--- src/rtl/addsub_pkg.sv ---
package addsub_pkg;

  typedef enum logic {
    MODE_ADD = 1'b0,
    MODE_SUB = 1'b1
  } op_mode_e;

  // Sum output of one full-adder cell
  function automatic logic fa_sum(input logic a, input logic b, input logic ci);
    return a ^ b ^ ci;
  endfunction

  // Carry output of one full-adder cell: generate, or incoming carry passed on
  function automatic logic fa_carry(input logic a, input logic b, input logic ci);
    return (a & b) | (ci & (a | b));
  endfunction

  // Per-bit operand selector: true or complemented value
  function automatic logic pick_bit(input logic b, input logic invert);
    return invert ? ~b : b;
  endfunction

  // Initial carry injected for a given mode
  function automatic logic seed_carry(input op_mode_e mode);
    return (mode == MODE_SUB);
  endfunction

endpackage

--- src/rtl/as_fa_cell.sv ---
module as_fa_cell
  import addsub_pkg::*;
(
  input  logic a_i,
  input  logic b_i,
  input  logic c_i,
  output logic s_o,
  output logic c_o
);
  always_comb begin
    s_o = fa_sum(a_i, b_i, c_i);
    c_o = fa_carry(a_i, b_i, c_i);
  end
endmodule

--- src/rtl/as_operand_mux.sv ---
module as_operand_mux
  import addsub_pkg::*;
#(
  parameter int WIDTH = 4
) (
  input  logic [WIDTH-1:0] b_i,
  input  logic             invert_i,
  output logic [WIDTH-1:0] b_o
);
  for (genvar k = 0; k < WIDTH; k++) begin : g_sel
    always_comb b_o[k] = pick_bit(b_i[k], invert_i);
  end
endmodule

--- src/rtl/as_ripple_chain.sv ---
module as_ripple_chain #(
  parameter int WIDTH = 4
) (
  input  logic [WIDTH-1:0] a_i,
  input  logic [WIDTH-1:0] b_i,
  input  logic             cin_i,
  output logic [WIDTH-1:0] sum_o,
  output logic [WIDTH:0]   carry_o
);
  assign carry_o[0] = cin_i;

  for (genvar k = 0; k < WIDTH; k++) begin : g_cell
    as_fa_cell u_cell (
      .a_i (a_i[k]),
      .b_i (b_i[k]),
      .c_i (carry_o[k]),
      .s_o (sum_o[k]),
      .c_o (carry_o[k+1])
    );
  end
endmodule

--- src/rtl/as_flag_unit.sv ---
module as_flag_unit #(
  parameter int WIDTH = 4
) (
  input  logic [WIDTH-1:0] sum_i,
  input  logic             sign_cin_i,
  input  logic             sign_cout_i,
  output logic             ovf_o,
  output logic             neg_o,
  output logic             zero_o,
  output logic             lt_o,
  output logic             eq_o,
  output logic             le_o
);
  localparam int MSB = WIDTH - 1;

  always_comb begin
    ovf_o  = sign_cin_i ^ sign_cout_i;
    neg_o  = sum_i[MSB];
    zero_o = ~(|sum_i);
    lt_o   = neg_o;
    eq_o   = zero_o;
    le_o   = zero_o | neg_o;
  end
endmodule

--- src/rtl/addsub_cmp_unit.sv ---
module addsub_cmp_unit
  import addsub_pkg::*;
#(
  parameter int WIDTH = 4
) (
  input  logic [WIDTH-1:0] opa,
  input  logic [WIDTH-1:0] opb,
  input  logic             sub_mode,
  output logic [WIDTH-1:0] result,
  output logic             carry_out,
  output logic             ovf,
  output logic             neg,
  output logic             zero,
  output logic             lt,
  output logic             eq,
  output logic             le
);
  localparam int MSB = WIDTH - 1;

  op_mode_e         mode;
  logic             seed;
  logic [WIDTH-1:0] b_cond;
  logic [WIDTH:0]   chain;
  logic             sign_cin;
  logic             sign_cout;

  assign mode = op_mode_e'(sub_mode);
  assign seed = seed_carry(mode);

  as_operand_mux #(.WIDTH(WIDTH)) u_mux (
    .b_i      (opb),
    .invert_i (seed),
    .b_o      (b_cond)
  );

  as_ripple_chain #(.WIDTH(WIDTH)) u_chain (
    .a_i     (opa),
    .b_i     (b_cond),
    .cin_i   (seed),
    .sum_o   (result),
    .carry_o (chain)
  );

  assign sign_cin  = chain[MSB];
  assign sign_cout = chain[WIDTH];
  assign carry_out = sign_cout;

  as_flag_unit #(.WIDTH(WIDTH)) u_flags (
    .sum_i       (result),
    .sign_cin_i  (sign_cin),
    .sign_cout_i (sign_cout),
    .ovf_o       (ovf),
    .neg_o       (neg),
    .zero_o      (zero),
    .lt_o        (lt),
    .eq_o        (eq),
    .le_o        (le)
  );
endmodule

--- config.mk ---
export PLATFORM = sky130hd
export DESIGN_NAME = addsub_cmp_unit
export DESIGN_NICKNAME = d
export VERILOG_FILES = /design/src/rtl/addsub_pkg.sv /design/src/rtl/as_fa_cell.sv /design/src/rtl/as_operand_mux.sv /design/src/rtl/as_ripple_chain.sv /design/src/rtl/as_flag_unit.sv /design/src/rtl/addsub_cmp_unit.sv
export SDC_FILE = /design/constraint.sdc
export NUM_CORES = 1
export LEC_CHECK = 0
export CORE_AREA = 4 4 41 43
export DETAILED_ROUTE_END_ITERATION = 8
export DIE_AREA = 0 0 45 47
export PLACE_DENSITY = 0.58
export SLEW_MARGIN = 20
export SYNTH_ARGS = -nofsm -noshare
export SYNTH_HDL_FRONTEND = slang
export SYNTH_SLANG_ARGS = --single-unit
export TNS_END_PERCENT = 50
--- constraint.sdc ---
create_clock -name vclk -period 4.3
set_input_delay 0.86 -clock vclk [all_inputs]
set_output_delay 0.86 -clock vclk [all_outputs]
set_load 0.01 [all_outputs]
==> summary.txt, run 1 <==
Outcome
  • Status: finished, final reports clean

Synth
  • Synth unique cells: 9
  • Syn Nets: 34
  • Most frequent cell after synthesis: buf_4
  • Synthesized area per cell: 9.61 µm²
  • Sequential fraction of the synthesis area: 0%
  • Synth top area share: 28.4%
  • Top cells by count, synth: 6 x buf_4, 5 x inv_1, 3 x fa_1, 2 x xnor2_1, 2 x xor2_1
  • Syn. warnings: 0
  • Synthesized area: 211 µm²
  • Syn Inst Count: 22
  • Cell taking the most area after synthesis: fa_1
  • Synth area leaders: fa_1 28%, buf_4 21%, inv_1 8.9%

Setup path
  • Critical path startpoint category: input port
  • Worst path depth: 10
  • Critical path type: input port to primary output
  • Crit path top cell by count: fa_2
  • CP peak stage delay: 0.49 ns
  • Worst EP arrival: 3.30 ns
  • Sum of buffers and inverters on the critical path: 5
  • Req. time, crit path: 3.44 ns
  • Max FO, Critical Path: 2
  • CP cell instances: clkdlybuf4s50_1, mux2_2, fa_2, inv_2, fa_2, inv_1, fa_1, buf_4, nor4_4, buf_2
  • CP max-delay cell: fa_1
  • CP top delay family: adder cells
  • CP Capture Type: primary output

Die
  • I/O pin total: 20
  • Chip Height: 47 µm
  • Starting Density: 16.3%
  • Site row count: 13
  • Die area: 2120 µm²
  • Core footprint: 1300 µm²
  • Die X: 45 µm

Clock tree
  • CTS Hold Buffers Added: 0

Finish
  • Register Area: 0 µm²
  • Final-stage net count: 56
  • Area added between synthesis and finish: 102%
  • Clock buffers: 0
  • Finished Cell Area: 428 µm²
  • Ant diodes: 0
  • Final instance count without filler cells: 57
  • Fillers: 153
  • Proportion of layout cells with a drive suffix above 1: 38.1%
  • Sequential cell count: 0
  • Post-layout util: 32.9%

Global routing
  • Initial antenna violation count: 0
  • Largest net degree at the start of global routing: 4
  • Grt total ovfl: 0
  • GRT Overall Usage: 5.13%
  • First-pass GRT wire length: 862 µm
  • Vias in the first global route: 216

Worst hold path
  • Hold path cells: 4
  • Worst hold endpoint: neg
  • Worst hold path type: input port to primary output
  • Hold Path Origin: opa[3]

STA
  • Final worst-path setup slack: 0.140 ns
  • Final hold violation count: 0
  • Fin. max-slew vios: 0
  • Final min period: 4.16 ns
  • Setup violations, final: 0
  • Slew Limit Headroom: 82.7%
  • Period utilization: 96.7%
  • Fmax: 0.240 GHz
  • Slew @ Worst Pin: 0.260 ns

Drt
  • Initial DRC count: 1
  • Routed len/inst: 8.88 µm
  • Drt pass-1 iters: 2
  • Routed via count: 203
  • Routed Antenna Nets: 0
  • Number of vias per cell: 3.56
  • Post-Route WL: 506 µm
  • # DRC: 0

Placement
  • DP HPWL: 483 µm
  • PortBufs: 20
  • Routability cong.: 0.649
  • Placed cell area: 423 µm²
  • Pre-CTS setup slack: -0.324 ns
  • Placed insts: 56

Power
  • VDD IR max: 0.0740 mV
  • Power Total: 0.106 mW
  • Power per Cell Area: 247 nW/µm²
  • Pleak: 0.197 nW

Flow run
  • Number of max-cap violations: 0
[power by group]
part / internal (mW) / switching [mW]
sequential: 0 / 0
combinational: 0.0585 / 0.0472
clock: 0 / 0
total: 0.0585 / 0.0472
[cell type report]
cell class	count	area, µm²	share of cell area [%]
Inverter	5	18.8	4.39
Multi-Input combinational cell	11	161	37.7
Tap cell	15	18.8	4.39
Timing Repair Buffer	26	229	53.5
[logic make-up after synthesis]
logic type	after synthesis	synth area share [%]
buffers and inverters	11	30.2
XOR/XNOR	5	24.3
AO/OA/AOI/OAI	1	5.92
AND/OR/NAND/NOR	1	5.92
multiplexers	1	5.33
adder cells (fa/ha/maj)	3	28.4
[how the worst max path moves through the flow]
| stage | end | from |
|---|---|---|
| 2_1_floorplan | zero | opb[0] |
| 3_3_place_gp | zero | opb[0] |
| 3_5_place_dp | eq | opb[0] |
| 4_1_cts | neg | opb[0] |
| 5_1_grt | eq | opb[0] |
| 6_report | eq | opb[0] |
[repair_timing]
action,4_1_cts,5_1_grt
gates resized for setup,10,9
hold endpoints to repair,0,0
endpoints found under the setup margin,7,4
buffers inserted,0,1
pin swaps,1,2
[metrics by stage]
step	setup TNS, ns	hold WS [ns]
global route	-0.00884	2.67
global placement	-0.965	2.88
CTS	-0.147	2.73
floorplan	0	1.92
detailed placement	-1.28	2.88
finish	0	2.63
[worst min-delay path, delay by kind of cell]
kind	cells	cell delay, ns
buf+inv	3	0.73
fa+ha+maj	1	0.18
[layout by cell type (no fill, tap or decap)]
cell             Yosys  layout
clkdlybuf4s50_1      0      13
buf_2                0       2
o31ai_2              1       1
clkbuf_2             0       1
dlymetal6s2s_1       0       1
inv_2                0       1
xnor2_1              2       2
xor2_2               1       1
xor2_1               2       2
dlygate4sd2_1        0       3
fa_1                 3       1
buf_4                6       6
fa_2                 0       2
nor4_4               0       1
inv_1                5       4
mux2_2               1       1
[metal layers]
| layer | GRT usage [%] | part of all wire [%] |
|---|---|---|
| met1 | 5.23 | 31 |
| met2 | 11.9 | 62 |
| met3 | 0 | 6.3 |
| met4 | 0 | 0 |
| met5 | 0 | 0 |
(Power assumes the default switching activity.)
==> run 2: changes to the inputs <==
ABC_CLOCK_PERIOD_IN_PS = 4300   (was default)
SETUP_SLACK_MARGIN = 0.15   (was default)
==> summary.txt, run 2 (synthesized netlist as in run 1, its figures left out) <==
Outcome
  • Status: finished, final reports clean

Die
  • I/O pin total: 20
  • Site row count: 13
  • Chip Height: 47 µm
  • Die area: 2120 µm²
  • Core footprint: 1300 µm²
  • Starting Density: 16.3%
  • Die X: 45 µm

STA
  • Fmax: 0.249 GHz
  • Setup_tns: 0 ns
  • Period utilization: 93.6%
  • Slew Limit Headroom: 82.7%
  • Final min period: 4.02 ns
  • Final hold violation count: 0
  • RSZ-0062 raised after global routing: yes
  • Slew @ Worst Pin: 0.259 ns
  • Setup violations, final: 0
  • Fin. max-slew vios: 0

Setup path
  • Critical path startpoint category: input port
  • CP Capture Type: primary output
  • Worst EP arrival: 3.16 ns
  • Max FO, Critical Path: 2
  • Req. time, crit path: 3.44 ns
  • Critical path type: input port to primary output

Drt
  • Drt pass-1 iters: 2
  • Post-Route WL: 507 µm
  • Number of vias per cell: 3.60
  • Met1 Routed Length: 144 µm
  • DR WL met3: 43 µm
  • Routed via count: 209
  • Routed len/inst: 8.74 µm
  • Met2 WL post-DR: 319 µm
  • Top layer reached by signal wires: met3
  • Routed Antenna Nets: 0
  • # DRC: 0
  • Initial DRC count: 1

Finish
  • Clock buffers: 0
  • Finished Cell Area: 433 µm²
  • Area added between synthesis and finish: 105%
  • Ant diodes: 0
  • Most frequent cells in the layout: 11 x clkdlybuf4s50_1, 7 x buf_4, 6 x dlygate4sd2_1
  • Proportion of layout cells with a drive suffix above 1: 39.5%
  • Post-layout util: 33.3%
  • Fillers: 154
  • Register Area: 0 µm²
  • Sequential cell count: 0
  • Commonest non-fill, non-tap cell in the layout: clkdlybuf4s50_1
  • Final-stage net count: 57

Global routing
  • Grt total ovfl: 0
  • First-pass GRT wire length: 952 µm
  • Vias in the first global route: 227
  • Largest net degree at the start of global routing: 4
  • Initial antenna violation count: 0
  • GRT Overall Usage: 5.77%

Placement
  • Routability cong.: 0.649
  • DP HPWL: 483 µm
  • PortBufs: 20
  • Placed cell area: 423 µm²

Power
  • Pleak: 0.201 nW
  • Power Total: 0.106 mW
  • Power per Cell Area: 244 nW/µm²
  • VDD IR max: 0.0896 mV

Worst hold path
  • Worst hold path type: input port to primary output

Flow run
  • Number of max-cap violations: 0
==> run 2: area by class of cell <==
type / instances / area [µm²] / area share, %
Timing Repair Buffer: 27 / 230 / 53.2
Multi-Input combinational cell: 11 / 165 / 38.2
Inverter: 5 / 18.8 / 4.34
Tap cell: 15 / 18.8 / 4.34
==> run 2: routing by layer <==
layer / global-route usage [%] / up-vias
li1: - / 102
met1: 5.91 / 100
met2: 13.0 / 7
met3: 0.383 / 0
met4: 0 / 0
met5: 0 / -
==> run 2: repair_timing <==
action / in CTS / in global routing
setup endpoints to repair: 7 / 3
resized for setup: 20 / 2
pin swaps: 2 / 1
hold buffers: 0 / 0
buffers inserted: 2 / 0
==> run 2: power by group <==
part / switching (mW) / total (mW) / internal, mW
Combinational: 0.0473 / 0.106 / 0.0583
Clock: 0 / 0 / 0
Sequential: 0 / 0 / 0
Total: 0.0473 / 0.106 / 0.0583
==> run 2: through the flow <==
| stage | hold WS [ns] | setup WS (ns) | std cells |
|---|---|---|---|
| floorplan | 1.92 | 0.451 | 22 |
| global placement | 2.88 | -0.265 | 56 |
| detailed placement | 2.88 | -0.324 | 56 |
| CTS | 2.48 | 0.152 | 58 |
| global route | 2.56 | 0.134 | 58 |
| finish | 2.47 | 0.277 | 58 |
==> run 2: critical path: stages <==
cell and delay, ns:
clkdlybuf4s50_1 0.42, mux2_4 0.27, fa_2 0.33, inv_2 0.07
fa_2 0.20, inv_1 0.06, fa_1 0.45, clkdlybuf4s50_1 0.50
==> run 2: final timing paths <==
kind	from	to	cells past startpoint
setup / recovery	opa[0]	carry_out	8
hold / removal	opb[0]	le	5
==> run 3: changes to the inputs <==
DONT_BUFFER_PORTS = 1   (was default)
PLACE_DENSITY = 0.38   (was 0.58)
==> summary.txt, run 3 (synthesized netlist as in run 1, its figures left out) <==
Die
  • Core footprint: 1300 µm²
  • Starting Density: 16.3%
  • Chip Height: 47 µm
  • Die X: 45 µm
  • Site row count: 13
  • Die area: 2120 µm²
  • I/O pin total: 20

Power
  • Internal power: 0.0175 mW
  • Sw Pwr: 0.0345 mW
  • Comb power frac: 100.0%
  • Pleak: 0.0797 nW
  • Reg power frac: 0%
  • Power per Cell Area: 270 nW/µm²
  • Sw Ratio: 66.3%
  • Clk pwr share: 0%
  • VDD IR max: 0.0794 mV

Global routing
  • Largest net degree at the start of global routing: 6
  • Vias in the first global route: 165
  • GRT Overall Usage: 3.95%
  • Initial antenna violation count: 0
  • First-pass GRT wire length: 648 µm
  • Grt total ovfl: 0

Drt
  • Number of vias per cell: 3.63
  • Drt pass-1 iters: 1
  • Routed len/inst: 13.5 µm
  • Initial DRC count: 0
  • Post-Route WL: 431 µm
  • Routed via count: 116
  • Routed Antenna Nets: 0
  • # DRC: 0

STA
  • RSZ-0062 raised after global routing: no
  • Fmax: 0.259 GHz
  • Fin. max-slew vios: 0
  • Setup violations, final: 0
  • Final min period: 3.86 ns
  • Slew Limit Headroom: 71.9%
  • Final hold violation count: 0
  • Period utilization: 89.8%
  • Setup_tns: 0 ns
  • Slew @ Worst Pin: 0.421 ns

Finish
  • Register Area: 0 µm²
  • Commonest non-fill, non-tap cell in the layout: inv_1
  • Final instance count without filler cells: 32
  • Sequential cell count: 0
  • Clock buffers: 0
  • Ant diodes: 0
  • Proportion of layout cells with a drive suffix above 1: 29.4%
  • Area added between synthesis and finish: -8.88%
  • Final-stage net count: 31
  • Most frequent cells in the layout: 5 x inv_1, 3 x fa_1, 2 x xnor2_1, 2 x xor2_1

Setup path
  • Max FO, Critical Path: 5
  • CP Capture Type: primary output
  • Worst EP arrival: 3.00 ns
  • Req. time, crit path: 3.44 ns
  • Critical path startpoint category: input port
  • Critical path type: input port to primary output

Clock tree
  • Resize count post-CTS: 0
  • Setup bufs post-CTS: 0
  • CTS Hold Buffers Added: 0

Placement
  • PortBufs: 0
  • Routability cong.: 0.649
  • Placed insts: 32

Outcome
  • Status: finished, final reports clean

Flow run
  • Number of max-cap violations: 0

Worst hold path
  • Worst hold path type: input port to primary output
-- run 3: cell types whose count changed in the layout (fill, tap and decap cells not counted), sizes merged --
cell           delta
clkdlybuf4s50    -11
clkbuf            -1
buf               -8
dlygate4sd2       -6
-- run 3: path summary, 6_finish.rpt --
check	from	endpoint	slack, ns	cells past startpoint
hold / removal	opb[0]	result[0]	1.82	1
setup / recovery	opb[0]	eq	0.44	8
-- run 3: metal layers --
layer	up-vias	wire length, µm	GRT usage, %
met5	-	0	0
met4	0	0	0
met3	0	130	2.68
met2	18	143	5.93
met1	49	157	5.01
li1	49	-	-
-- run 3: worst max-delay path: stages --
cell	delay, ns
mux2_2	0.32
fa_1	0.36
inv_1	0.08
fa_1	0.21
inv_1	0.06
fa_1	0.63
nor4_2	0.30
buf_4	0.18
-- run 3: power groups by stage --
stage / clock network (mW) / logic, mW / registers [mW]
global placement: 0 / 0.0528 / 0
global route: 0 / 0.0587 / 0
CTS: 0 / 0.0535 / 0
finish: 0 / 0.0520 / 0
detailed placement: 0 / 0.0534 / 0
floorplan: 0 / 0.0607 / 0
-- run 3: layout make-up --
class              count  area (µm²)
repair buffers         1        7.51
inverters              5        18.8
fillers              160        1110
well taps             15        18.8
multi-input cells     11         148
-- run 3: stage by stage --
| stage | setup slack (ns) | util, % | cell area, µm² | hold slack (ns) | power, mW |
|---|---|---|---|---|---|
| 3_3_place_gp | 0.474 | 14.8 | 193 | 1.82 | 0.0528 |
| 5_1_grt | 0.349 | 14.8 | 193 | 1.83 | 0.0587 |
| 2_1_floorplan | 0.451 | - | 211 | 1.92 | 0.0607 |
| 6_report | 0.438 | 14.8 | 193 | 1.82 | 0.0520 |
| 3_5_place_dp | 0.422 | 14.8 | 193 | 1.82 | 0.0534 |
| 4_1_cts | 0.420 | 14.8 | 193 | 1.82 | 0.0535 |
